===== src/rtl/uit_pkg.sv =====
package uit_pkg;
    typedef enum logic [1:0] {
        ST_IDLE     = 2'd0,
        ST_COUNT    = 2'd1,
        ST_EXPIRED  = 2'd2
    } uit_state_e;
endpackage


===== src/rtl/uit_counter.sv =====
module uit_counter #(
    parameter int CNT_W = 16
) (
    input  logic             clk,
    input  logic             rst_n,
    input  logic             load,
    input  logic             dec,
    input  logic [CNT_W-1:0] load_val,
    output logic             at_last
);
    localparam logic [CNT_W-1:0] ONE = CNT_W'(1);

    logic [CNT_W-1:0] remain;

    always_ff @(posedge clk) begin
        if (!rst_n) begin
            remain <= '0;
        end else if (load) begin
            remain <= load_val;
        end else if (dec && remain != '0) begin
            remain <= remain - ONE;
        end
    end

    // Final bit period: the next tick takes the count to zero.
    assign at_last = (remain == ONE);
endmodule


===== src/rtl/uit_fsm.sv =====
module uit_fsm
    import uit_pkg::*;
(
    input  logic       clk,
    input  logic       rst_n,
    input  logic       bit_tick,
    input  logic       char_rcvd,
    input  logic       restart_cnt,
    input  logic       clear_flag,
    input  logic       val_zero,
    input  logic       cnt_last,
    output logic       load,
    output logic       dec,
    output logic       flag,
    output uit_state_e state
);
    uit_state_e state_nx;
    logic       expire;

    // State register
    always_ff @(posedge clk) begin
        if (!rst_n) begin
            state <= ST_IDLE;
        end else begin
            state <= state_nx;
        end
    end

    // Next-state logic
    always_comb begin
        state_nx = state;
        if (val_zero) begin
            state_nx = ST_IDLE;                // disable transition
        end else if (load) begin
            state_nx = ST_COUNT;               // load transition
        end else begin
            unique case (state)
                ST_IDLE:    state_nx = ST_IDLE;
                ST_COUNT:   if (expire) state_nx = ST_EXPIRED;   // expire transition
                ST_EXPIRED: if (clear_flag) state_nx = ST_IDLE;  // acknowledge transition
                default:    state_nx = ST_IDLE;
            endcase
        end
    end

    // Outputs toward the counter
    always_comb begin
        load   = !val_zero && (char_rcvd || restart_cnt);
        dec    = 1'b0;
        unique case (state)
            ST_COUNT:   dec = bit_tick && !load && !val_zero;
            ST_IDLE,
            ST_EXPIRED: dec = 1'b0;
            default:    dec = 1'b0;
        endcase
        expire = dec && cnt_last;
    end

    // Sticky status: setting wins over clearing
    always_ff @(posedge clk) begin
        if (!rst_n) begin
            flag <= 1'b0;
        end else if (val_zero) begin
            flag <= 1'b0;
        end else if (expire) begin
            flag <= 1'b1;
        end else if (clear_flag) begin
            flag <= 1'b0;
        end
    end
endmodule


===== src/rtl/uit_irq_gate.sv =====
module uit_irq_gate (
    input  logic status,
    input  logic enable,
    output logic req
);
    assign req = status & enable;
endmodule


===== src/rtl/uart_idle_timeout.sv =====
module uart_idle_timeout
    import uit_pkg::*;
#(
    parameter int CNT_W = 16
) (
    input  logic             clk,
    input  logic             rst_n,
    input  logic             bit_tick,
    input  logic             char_rcvd,
    input  logic             restart_cnt,
    input  logic             clear_flag,
    input  logic [CNT_W-1:0] timeout_val,
    input  logic             irq_en,
    output logic             timeout_flag,
    output logic             irq
);
    logic       val_zero;
    logic       cnt_load;
    logic       cnt_dec;
    logic       cnt_last;
    uit_state_e fsm_state;

    assign val_zero = (timeout_val == '0);

    uit_counter #(.CNT_W(CNT_W)) u_counter (
        .clk      (clk),
        .rst_n    (rst_n),
        .load     (cnt_load),
        .dec      (cnt_dec),
        .load_val (timeout_val),
        .at_last  (cnt_last)
    );

    uit_fsm u_fsm (
        .clk         (clk),
        .rst_n       (rst_n),
        .bit_tick    (bit_tick),
        .char_rcvd   (char_rcvd),
        .restart_cnt (restart_cnt),
        .clear_flag  (clear_flag),
        .val_zero    (val_zero),
        .cnt_last    (cnt_last),
        .load        (cnt_load),
        .dec         (cnt_dec),
        .flag        (timeout_flag),
        .state       (fsm_state)
    );

    uit_irq_gate u_irq (
        .status (timeout_flag),
        .enable (irq_en),
        .req    (irq)
    );
endmodule


===== config.mk =====
export PLATFORM = sky130hd
export DESIGN_NAME = uart_idle_timeout
export DESIGN_NICKNAME = d
export VERILOG_FILES = /design/src/rtl/uit_pkg.sv /design/src/rtl/uit_counter.sv /design/src/rtl/uit_fsm.sv /design/src/rtl/uit_irq_gate.sv /design/src/rtl/uart_idle_timeout.sv
export SDC_FILE = /design/constraint.sdc
export NUM_CORES = 1
export LEC_CHECK = 0
export BUFFER_PORTS_ARGS = -buffer_cell sky130_fd_sc_hd__buf_4
export CAP_MARGIN = 15
export CORE_ASPECT_RATIO = 1.2
export CORE_UTILIZATION = 50
export DETAILED_ROUTE_END_ITERATION = 10
export PLACE_DENSITY = 0.79
export SYNTH_ARGS = -nofsm -noshare
export SYNTH_HDL_FRONTEND = slang
export SYNTH_SLANG_ARGS = --single-unit

===== constraint.sdc =====
create_clock -name clk -period 2.5 [get_ports clk]
set_input_delay 0.5 -clock clk [delete_from_list [all_inputs] [get_ports clk]]
set_output_delay 0.5 -clock clk [all_outputs]
set_load 0.05 [all_outputs]

==> After elaboration in Yosys (flattened, before gate mapping) <==
Cells that the tools add are included.
{ "totals": {"regBits": 19, "input_bits": 23, "output_inout_bits": 2, "elab_cells": 39} }
{ "classes": {"n_addsub": 1, "eq_ne": 7, "n_mux": 9, "n_bitwise": 2, "n_reduce_logical": 16} }
{ "ops": {"columns": ["cell", "count"], "rows": [
  ["16-bit two-way mux", 2],
  ["16-bit by 1-bit == test with 1-bit output (second input constant)", 1],
  ["16-bit logical NOT", 1],
  ["16-bit nonzero test", 1],
  ["16-bit by 1-bit subtractor with 16-bit output (second input constant)", 1],
  ["1-bit logical AND", 5],
  ["1-bit two-way mux", 4],
  ["2-bit two-way mux", 2],
  ["2-bit one-hot mux with 2 select lines", 1],
  ["2-bit AND reduction", 2],
  ["2-bit nonzero test", 2],
  ["3-bit by 2-bit != test with 1-bit output (second input constant)", 1],
  ["3-bit != test (second input constant)", 1],
  ["3-bit OR reduction", 1],
  ["2-bit by 1-bit == test with 1-bit output (second input constant)", 1],
  ["2-bit == test (second input constant)", 1],
  ["1-bit logical NOT", 2],
  ["2-bit by 1-bit != test with 1-bit output (second input constant)", 1],
  ["2-bit != test (second input constant)", 1],
  ["2-bit OR reduction", 1],
  ["1-bit bitwise AND", 1],
  ["1-bit logical OR", 1],
  ["1-bit inverter", 1]
]} }

==> Logic depth before layout (Yosys ltp) <==
Gate-level depths: netlist (run 1).
{ "depth": {"ltp_word": 11, "ltp_mapped": 8, "ltp_nobuf": 7} }

==> Cells and area by module <==
A second synthesis (run 1) with hierarchy kept.
{ "hier_totals": {"cells_unflattened": 146, "hier_area_um2": 1178.6} }
{ "by_module_without_submodules": {"columns": ["module", "instances", "cells_each", "area_per_inst_um2", "seq_area_each_um2"], "rows": [
  ["uit_counter", 1, 123, 983.4, 320.3],
  ["uit_fsm", 1, 17, 155.1, 60.1],
  ["uart_idle_timeout", 1, 5, 33.8, 0.0],
  ["uit_irq_gate", 1, 1, 6.3, 0.0]
]} }

==> Worst setup path before layout (run 1) <==
Ideal clock, no wire load.
{ "synth_path": {"path_type": "input-to-reg", "from": "input timeout_val[14]", "to": "register u_counter.remain[2]", "setup_time_ns": 0.133, "arrival_time_ns": 2.042, "required_ns": 2.367, "setup_slack_ns": 0.325, "stages": 5, "n_path_buf": 0, "path_cell_list": "or4_1 > nor4_4 > nor3_1 > a211oi_1 > a311oi_1"} }
{ "synth_between": {"elab_chain_len": 9, "elab_cells_between_ends": 10, "cone_classes": "2 x mux; 8 x reduce/logical"} }
{ "synth_lines": {"columns": ["element", "line", "text"], "rows": [
  ["start, declared", "uart_idle_timeout.sv:12", "input logic [CNT_W-1:0] timeout_val,"],
  ["16-bit logical NOT *", "uart_idle_timeout.sv:23", "assign val_zero = (timeout_val == '0);"],
  ["1-bit logical NOT *", "uit_fsm.sv:48, uit_fsm.sv:51", null],
  ["1-bit logical AND", "uit_fsm.sv:48", "load = !val_zero && (char_rcvd || restart_cnt);"],
  ["1-bit logical NOT", "uit_fsm.sv:51", "ST_COUNT: dec = bit_tick && !load && !val_zero;"],
  ["1-bit logical AND (2 in series)", "uit_fsm.sv:51", null],
  ["1-bit two-way mux", "uit_fsm.sv:50", "unique case (state)"],
  ["1-bit logical AND", "uit_counter.sv:20", "end else if (dec && remain != '0) begin"],
  ["2-bit nonzero test (no line)", null, null],
  ["end signal, assigned", "uit_counter.sv:19", "remain <= load_val;"],
  ["end signal, assigned", "uit_counter.sv:21", "remain <= remain - ONE;"],
  ["end, declared", "uit_counter.sv:13", "logic [CNT_W-1:0] remain;"]
]} }
Every way passes the cells marked *; elsewhere a longest branch is shown, timed or not.
A chain may end at the register's enable or synchronous reset.

==> Final worst setup path (run 1) <==
{ "layout_path": {"from": "register u_counter.remain[1]", "to": "register u_counter.remain[11]"} }
{ "layout_between": {"elab_chain_len": 3, "elab_cells_between_ends": 6, "cone_classes": "1 x add/sub; 2 x mux; 3 x reduce/logical"} }
{ "layout_lines": {"columns": ["element", "line"], "rows": [
  ["16-bit by 1-bit subtractor with 16-bit output / 16-bit nonzero test (equally long branches)", "uit_counter.sv:21, uit_counter.sv:20"],
  ["16-bit two-way mux / 1-bit logical AND (equally long branches)", "uit_counter.sv:20"],
  ["16-bit two-way mux / 2-bit nonzero test (equally long branches)", null]
]} }
Several ways; a longest one is shown, not always the timed one. The select of a mux whose other input is x is not followed.

==> results of run 1 <==
==> per-layer routing <==
metal | vias to the layer above | global-route usage | routed length [µm]
met5 | - | 0 | 0
met4 | 0 | 0.0898 | 53
met2 | 46 | 0.421 | 1530
met1 | 610 | 0.345 | 1340
met3 | 6 | 0.0325 | 153
li1 | 614 | - | -
==> cells in the mapped netlist, types with 2 or more instances <==
cell,n,share of area
ha_1,3,0.031
or4_4,2,0.018
a32oi_1,2,0.014
and2_1,4,0.020
o21ai_0,6,0.025
a31oi_1,4,0.020
buf_2,2,0.0082
nand3_1,3,0.012
o21a_1,2,0.012
o311ai_1,2,0.014
nor4_1,4,0.020
a311oi_1,4,0.029
a311oi_2,2,0.025
inv_1,5,0.015
nor3b_1,3,0.018
buf_6,2,0.018
nor2_1,9,0.028
a211oi_1,6,0.037
a211oi_2,3,0.031
or3_1,3,0.015
nor3_1,7,0.029
or4_1,3,0.018
a21oi_1,5,0.020
nand2b_1,2,0.010
nand3b_1,2,0.012
a32o_1,2,0.016
dfxtp_1,19,0.31
o21ai_1,3,0.012
nand4_1,2,0.010
nand2_1,7,0.021
==> cell families (layout without fill, tap and decap cells) <==
group                    count (synthesis)  count (layout)  synth area share
adder cells (fa/ha/maj)                  3               3            0.0307
flip-flops                              19              19             0.311
AO/OA/AOI/OAI                           47              47             0.310
AND/OR/NAND/NOR                         59              59             0.304
buffers and inverters                   10              42            0.0450
==> sequential cells by signal, summed over array words and instances, names as in the netlist <==
signal	count
u_counter.remain	16
u_fsm.flag	1
u_fsm.state	2
==> final cells by class <==
cell class,count,share of cell area
inverters,5,0.0125
clock buffers,3,0.0150
repair buffers,33,0.164
flip-flops and latches,19,0.254
multi-input cells,109,0.526
well taps,31,0.0259
clock inverters,1,0.00334
==> cell usage in the layout, fill, tap and decap left out, drive strengths merged, types with 2 or more instances in the layout <==
cell type / count
a21oi: 5
nor4b: 2
nor2: 10
nand3: 3
a211oi: 9
or4: 5
nand4: 2
a31oi: 4
nand3b: 2
o21ai: 9
and2: 4
ha: 3
buf: 32
or3: 3
nor3b: 3
nand2b: 2
a32o: 2
a32oi: 2
nor4: 5
a311oi: 6
o311ai: 2
o21a: 2
nand2: 7
nor3: 8
clkbuf: 4
inv: 5
dfxtp: 19
==> power by group <==
part / switching (mW) / internal [mW]
sequential: 0.0199 / 0.322
combinational: 0.0888 / 0.0792
clock: 0.105 / 0.0597
total: 0.214 / 0.461
==> path summary, 6_finish.rpt <==
| check | from | to | slack, ps | cells past startpoint |
|---|---|---|---|---|
| max | u_counter.remain[1]$_SDFFE_PN0P_ | u_counter.remain[11]$_SDFFE_PN0P_ | 270 | 8 |
| min | timeout_val[14] | u_counter.remain[14]$_SDFFE_PN0P_ | 460 | 3 |
| max reg2reg | u_counter.remain[1]$_SDFFE_PN0P_ | u_counter.remain[11]$_SDFFE_PN0P_ | 270 | 8 |
| min reg2reg | u_counter.remain[15]$_SDFFE_PN0P_ | u_counter.remain[15]$_SDFFE_PN0P_ | 490 | 2 |
==> worst register-to-register path, cell delays in order, from the launching register on <==
cell and delay (ps):
dfxtp_1 350, inv_1 70, ha_1 180, nor3b_1 130
and4_1 220, buf_4 140, or3_1 470, or4_1 450
a31oi_1 160
==> metrics by stage <==
stage / worst slack (ps) / instance area, µm²
2_1_floorplan: 325 / 1220
4_1_cts: 110 / 1490
5_1_grt: 96.2 / 1500
3_5_place_dp: 12.1 / 1470
6_report: 266 / 1500
3_3_place_gp: 107 / 1470
==> impl_results.md, run 1 <==
* Worst path max stage delay at 470 ps
* Via/cell ratio at 6.35
* Yosys reg bits at 19
* Placed instance count at 196
* HPWL after DPL at 2310 µm
* CP delay by family, top: simple AND/OR/NAND/NOR gates
* Final Core Density at 0.650
* Core box area at 2310 µm²
* Root buffer cell: clkbuf_4
* DRT antenna net count at 0
* Register area at 380 µm²
* Dominant synthesized flop cell: dfxtp_1
* Final cell count without fillers at 201
* Worst EP required at 2750 ps
* Max FO, Critical Path at 7
* Avg WL per Cell at 15.3 µm
* Run status: finished clean
* Die area at 2650 µm²
* Synthesis Warnings at 0
* CP Launch Type: flip-flop
* Crit end category: flip-flop
* Via count at 1276
* Worst vdd rail ir drop at 0.329 mV
* Die Y at 56.2 µm
* FP Rows at 19
* Die width at 47.2 µm
* IO buf count at 24
* Final Max Slew Viols at 0
* # setup viols final at 0
* Share of cells above drive strength 1 at 0.294
* Syn_nets at 164
* Total global-route track usage at 0.261
* Hold-fix buffers, CTS at 0
* Syn Area/Cell at 8.87 µm²
* DRT Pass-1 Iters at 4
* Vias in the first global route at 1169
* Max Cap Violations at 0
* Final WL at 3080 µm
* Slew headroom at 0.463
* Mapped Area at 1220 µm²
* Pwr Total at 0.675 mW
* Synthesis-to-finish area growth at 22.5%
* Crit Path Category: flip-flop to flip-flop
* Largest net degree at the start of global routing at 17
* Arrival time worst endpoint at 2480 ps
* H-tree levels at 1
* Sink Count at 19
* ANT cells at 0
* Footprint of the multi-input gates at 788 µm²
* Sequential area share after synthesis at 0.311
* Nets at 197
* Global-route wire length before repair at 5090 µm
* WP buf/inv at 2
* Starting Density at 0.531
* Slowest-stage cell, CP: or3_1
* Yosys cell types at 45
* TritonCTS buffer count at 3
* F_max at 448 MHz
* RSZ-0062 raised after global routing: no
* EDFF count, synth at 0
* Setup_tns at 0 ps
* Filler cells at 209
* Clk_skew at 5.17 ps
* Clk_lat worst skew at 310 ps
* Final period utilization at 0.894
* FFs w/ async S/R, synth at 0
* TritonCTS clock tree: built
* Crit-path cells: inv_1, ha_1, nor3b_1, and4_1, buf_4, or3_1, or4_1, a31oi_1
* Hold Fails Final Rpt at 0
* Leak at 0.584 nW
* Global route overflow at 0
* Worst-margin pin slew at 802 ps
* Routability cong. at 0.924
* Synth Instances at 138
* Hold slack at 461 ps
* Post-CTS setup buffers at 0
* Post-CTS resize count at 0
* Clk slew on worst S/H paths at 120 ps
* Initial antenna violation count at 0
* DRC viols at 0
* Initial DRC Count at 34
* # IOs at 25
* Shortest period the worst path allows at 2230 ps
* Hold Path Class: primary input to flip-flop
* PwrDens at 450 nW/µm²
* CTS Buffer Depth at 2
Note: power is estimated with default switching activity, not from simulation.
==> inputs of run 2 (changes only) <==
--- a/config.mk
+++ b/config.mk
@@ -8,9 +8,9 @@
 export BUFFER_PORTS_ARGS = -buffer_cell sky130_fd_sc_hd__buf_4
 export CAP_MARGIN = 15
 export CORE_ASPECT_RATIO = 1.2
-export CORE_UTILIZATION = 50
+export CORE_UTILIZATION = 40
 export DETAILED_ROUTE_END_ITERATION = 10
-export PLACE_DENSITY = 0.79
+export PLACE_DENSITY = 0.66
 export SYNTH_ARGS = -nofsm -noshare
 export SYNTH_HDL_FRONTEND = slang
 export SYNTH_SLANG_ARGS = --single-unit
==> impl_results.md, run 2 (synthesis gave the netlist of run 1 again) <==
* ANT cells at 0
* Die Y at 62.6 µm
* Critical Path Source: u_counter.remain[1]$_SDFFE_PN0P_
* Worst-margin pin slew at 878 ps
* Hold Fails Final Rpt at 0
* Final Max Slew Viols at 0
* WP buf/inv at 2
* Worst reg2reg path depth at 7
* Via/cell ratio at 6.18
* Critical R2R Capture: u_counter.remain[2]$_SDFFE_PN0P_
* Flip-flop count of the largest register after layout at 16
* Max FO, Critical Path at 13
* DRT Pass-1 Iters at 4
* Setup_tns at 0 ps
* Shortest period the worst path allows at 2290 ps
* Initial antenna violation count at 0
* Arrival time worst endpoint at 2460 ps
* Worst path max stage delay at 720 ps
* Cells on Worst Hold Path at 3
* Most common cell after layout, fill and taps aside: buf_4
* Slew headroom at 0.411
* Filler cells at 280
* Crit end category: flip-flop
* Commonest non-fill, non-tap cells in the layout: buf_4, dfxtp_1, nor2_1, nand2_1
* Capture point of the worst path: u_counter.remain[2]$_SDFFE_PN0P_
* Synthesis-to-finish area growth at 20.9%
* Via count at 1236
* Die area at 3290 µm²
* Final Core Density at 0.521
* Clk slew on worst S/H paths at 110 ps
* Max Cap Violations at 0
* Worst r2r src: u_counter.remain[1]$_SDFFE_PN0P_
* Critical Path Stages at 7
* TritonCTS clock tree: built
* PwrDens at 449 nW/µm²
* Run status: finished clean
* CP Launch Type: flip-flop
* Nets at 193
* Leak at 0.562 nW
* Core box area at 2840 µm²
* F_max at 437 MHz
* Slowest-stage cell, CP: nor3_2
* IO buf count at 24
* Clk_skew at 5.53 ps
* H-tree levels at 1
* Die width at 52.5 µm
* Final cell count without fillers at 200
* CTS Buffer Depth at 2
* Crit Path Category: flip-flop to flip-flop
* Final WL at 3220 µm
* Initial DRC Count at 28
* Vias in the first global route at 1252
* Routability cong. at 0.897
* FP Rows at 21
* Starting Density at 0.431
* Final period utilization at 0.915
* Largest net degree at the start of global routing at 17
* TritonCTS buffer count at 3
* Pwr Total at 0.665 mW
* Top flop regs: u_counter.remain: 16 flops, u_fsm.state: 2 flops, u_fsm.flag: 1 flops
* Footprint of the multi-input gates at 793 µm²
* Worst EP required at 2670 ps
* CP delay by family, top: simple AND/OR/NAND/NOR gates
* # setup viols final at 0
* Worst vdd rail ir drop at 0.325 mV
* Crit-path cells: inv_1, ha_1, nor3b_1, and4_1, nor3_2, buf_4, a311oi_1
* # IOs at 25
* Clk_lat worst skew at 290 ps
* Root buffer cell: clkbuf_4
* Global route overflow at 0
* DRC viols at 0
* R2R setup slack at 210 ps
* Register area at 380 µm²
* Share of cells above drive strength 1 at 0.277
* Sink Count at 19
* RSZ-0062 raised after global routing: no
* Total global-route track usage at 0.220
* HPWL after DPL at 2410 µm
* Hold Path Class: primary input to flip-flop
* Register with the most flip-flops: u_counter.remain
* DRT antenna net count at 0
* Avg WL per Cell at 16.1 µm
* Placed instance count at 196
* Hold-fix buffers, CTS at 0
* Global-route wire length before repair at 5580 µm
-- run 2: cell count changes in the layout (fill, tap and decap cells not counted), sizes merged --
cell / previous run / this run
buf: 32 / 29
clkinv: 1 / 0
-- run 2: area by class of cell --
class,instances,area share
tap,34,0.0288
timing repair buffer,29,0.147
sequential,19,0.257
multi-input combinational,109,0.536
clock buffer,4,0.0178
inverter,5,0.0127
-- run 2: per-layer routing --
layer / vias to the layer above / track usage / part of all wire
met5: - / 0 / 0
met4: 0 / 0.0724 / 0.019
met3: 6 / 0.0414 / 0.044
met2: 36 / 0.348 / 0.46
met1: 586 / 0.293 / 0.47
li1: 608 / - / -
-- run 2: metrics by stage --
step	hold WS [ps]	instance area (µm²)	worst slack, ps
3_5_place_dp	488	1450	1.28
6_report	489	1480	212
2_1_floorplan	453	1220	325
4_1_cts	484	1480	241
5_1_grt	497	1480	68.3
3_3_place_gp	471	1450	43.7
-- run 2: tightest hold or removal path, stage by stage --
cell and delay, ps:
buf_4 80, nor2_1 50, a21oi_1 110
-- run 2: worst min-delay path by stage --
stage | startpoint | endpoint | slack, ps
finish | char_rcvd | u_fsm.state[0]$_SDFFE_PP0P_ | 490
global route | timeout_val[9] | u_counter.remain[9]$_SDFFE_PN0P_ | 500
CTS | timeout_val[14] | u_counter.remain[14]$_SDFFE_PN0P_ | 480
detailed placement | u_counter.remain[15]$_SDFFE_PN0P_ | u_counter.remain[15]$_SDFFE_PN0P_ | 490
global placement | u_counter.remain[15]$_SDFFE_PN0P_ | u_counter.remain[15]$_SDFFE_PN0P_ | 470
floorplan | u_counter.remain[15]$_SDFFE_PN0P_ | u_counter.remain[15]$_SDFFE_PN0P_ | 450
-- run 2: what timing repair did --
item	4_1_cts	5_1_grt
setup buffers	0	0
endpoints found under the setup margin	1	0
gates resized for setup	1	0
-- run 2: report_power, final --
group	internal, mW	total [mW]	switching, mW	leakage (nW)
logic	0.0752	0.164	0.0888	0.389
clock network	0.0619	0.157	0.0953	0.0150
registers	0.322	0.343	0.0213	0.158
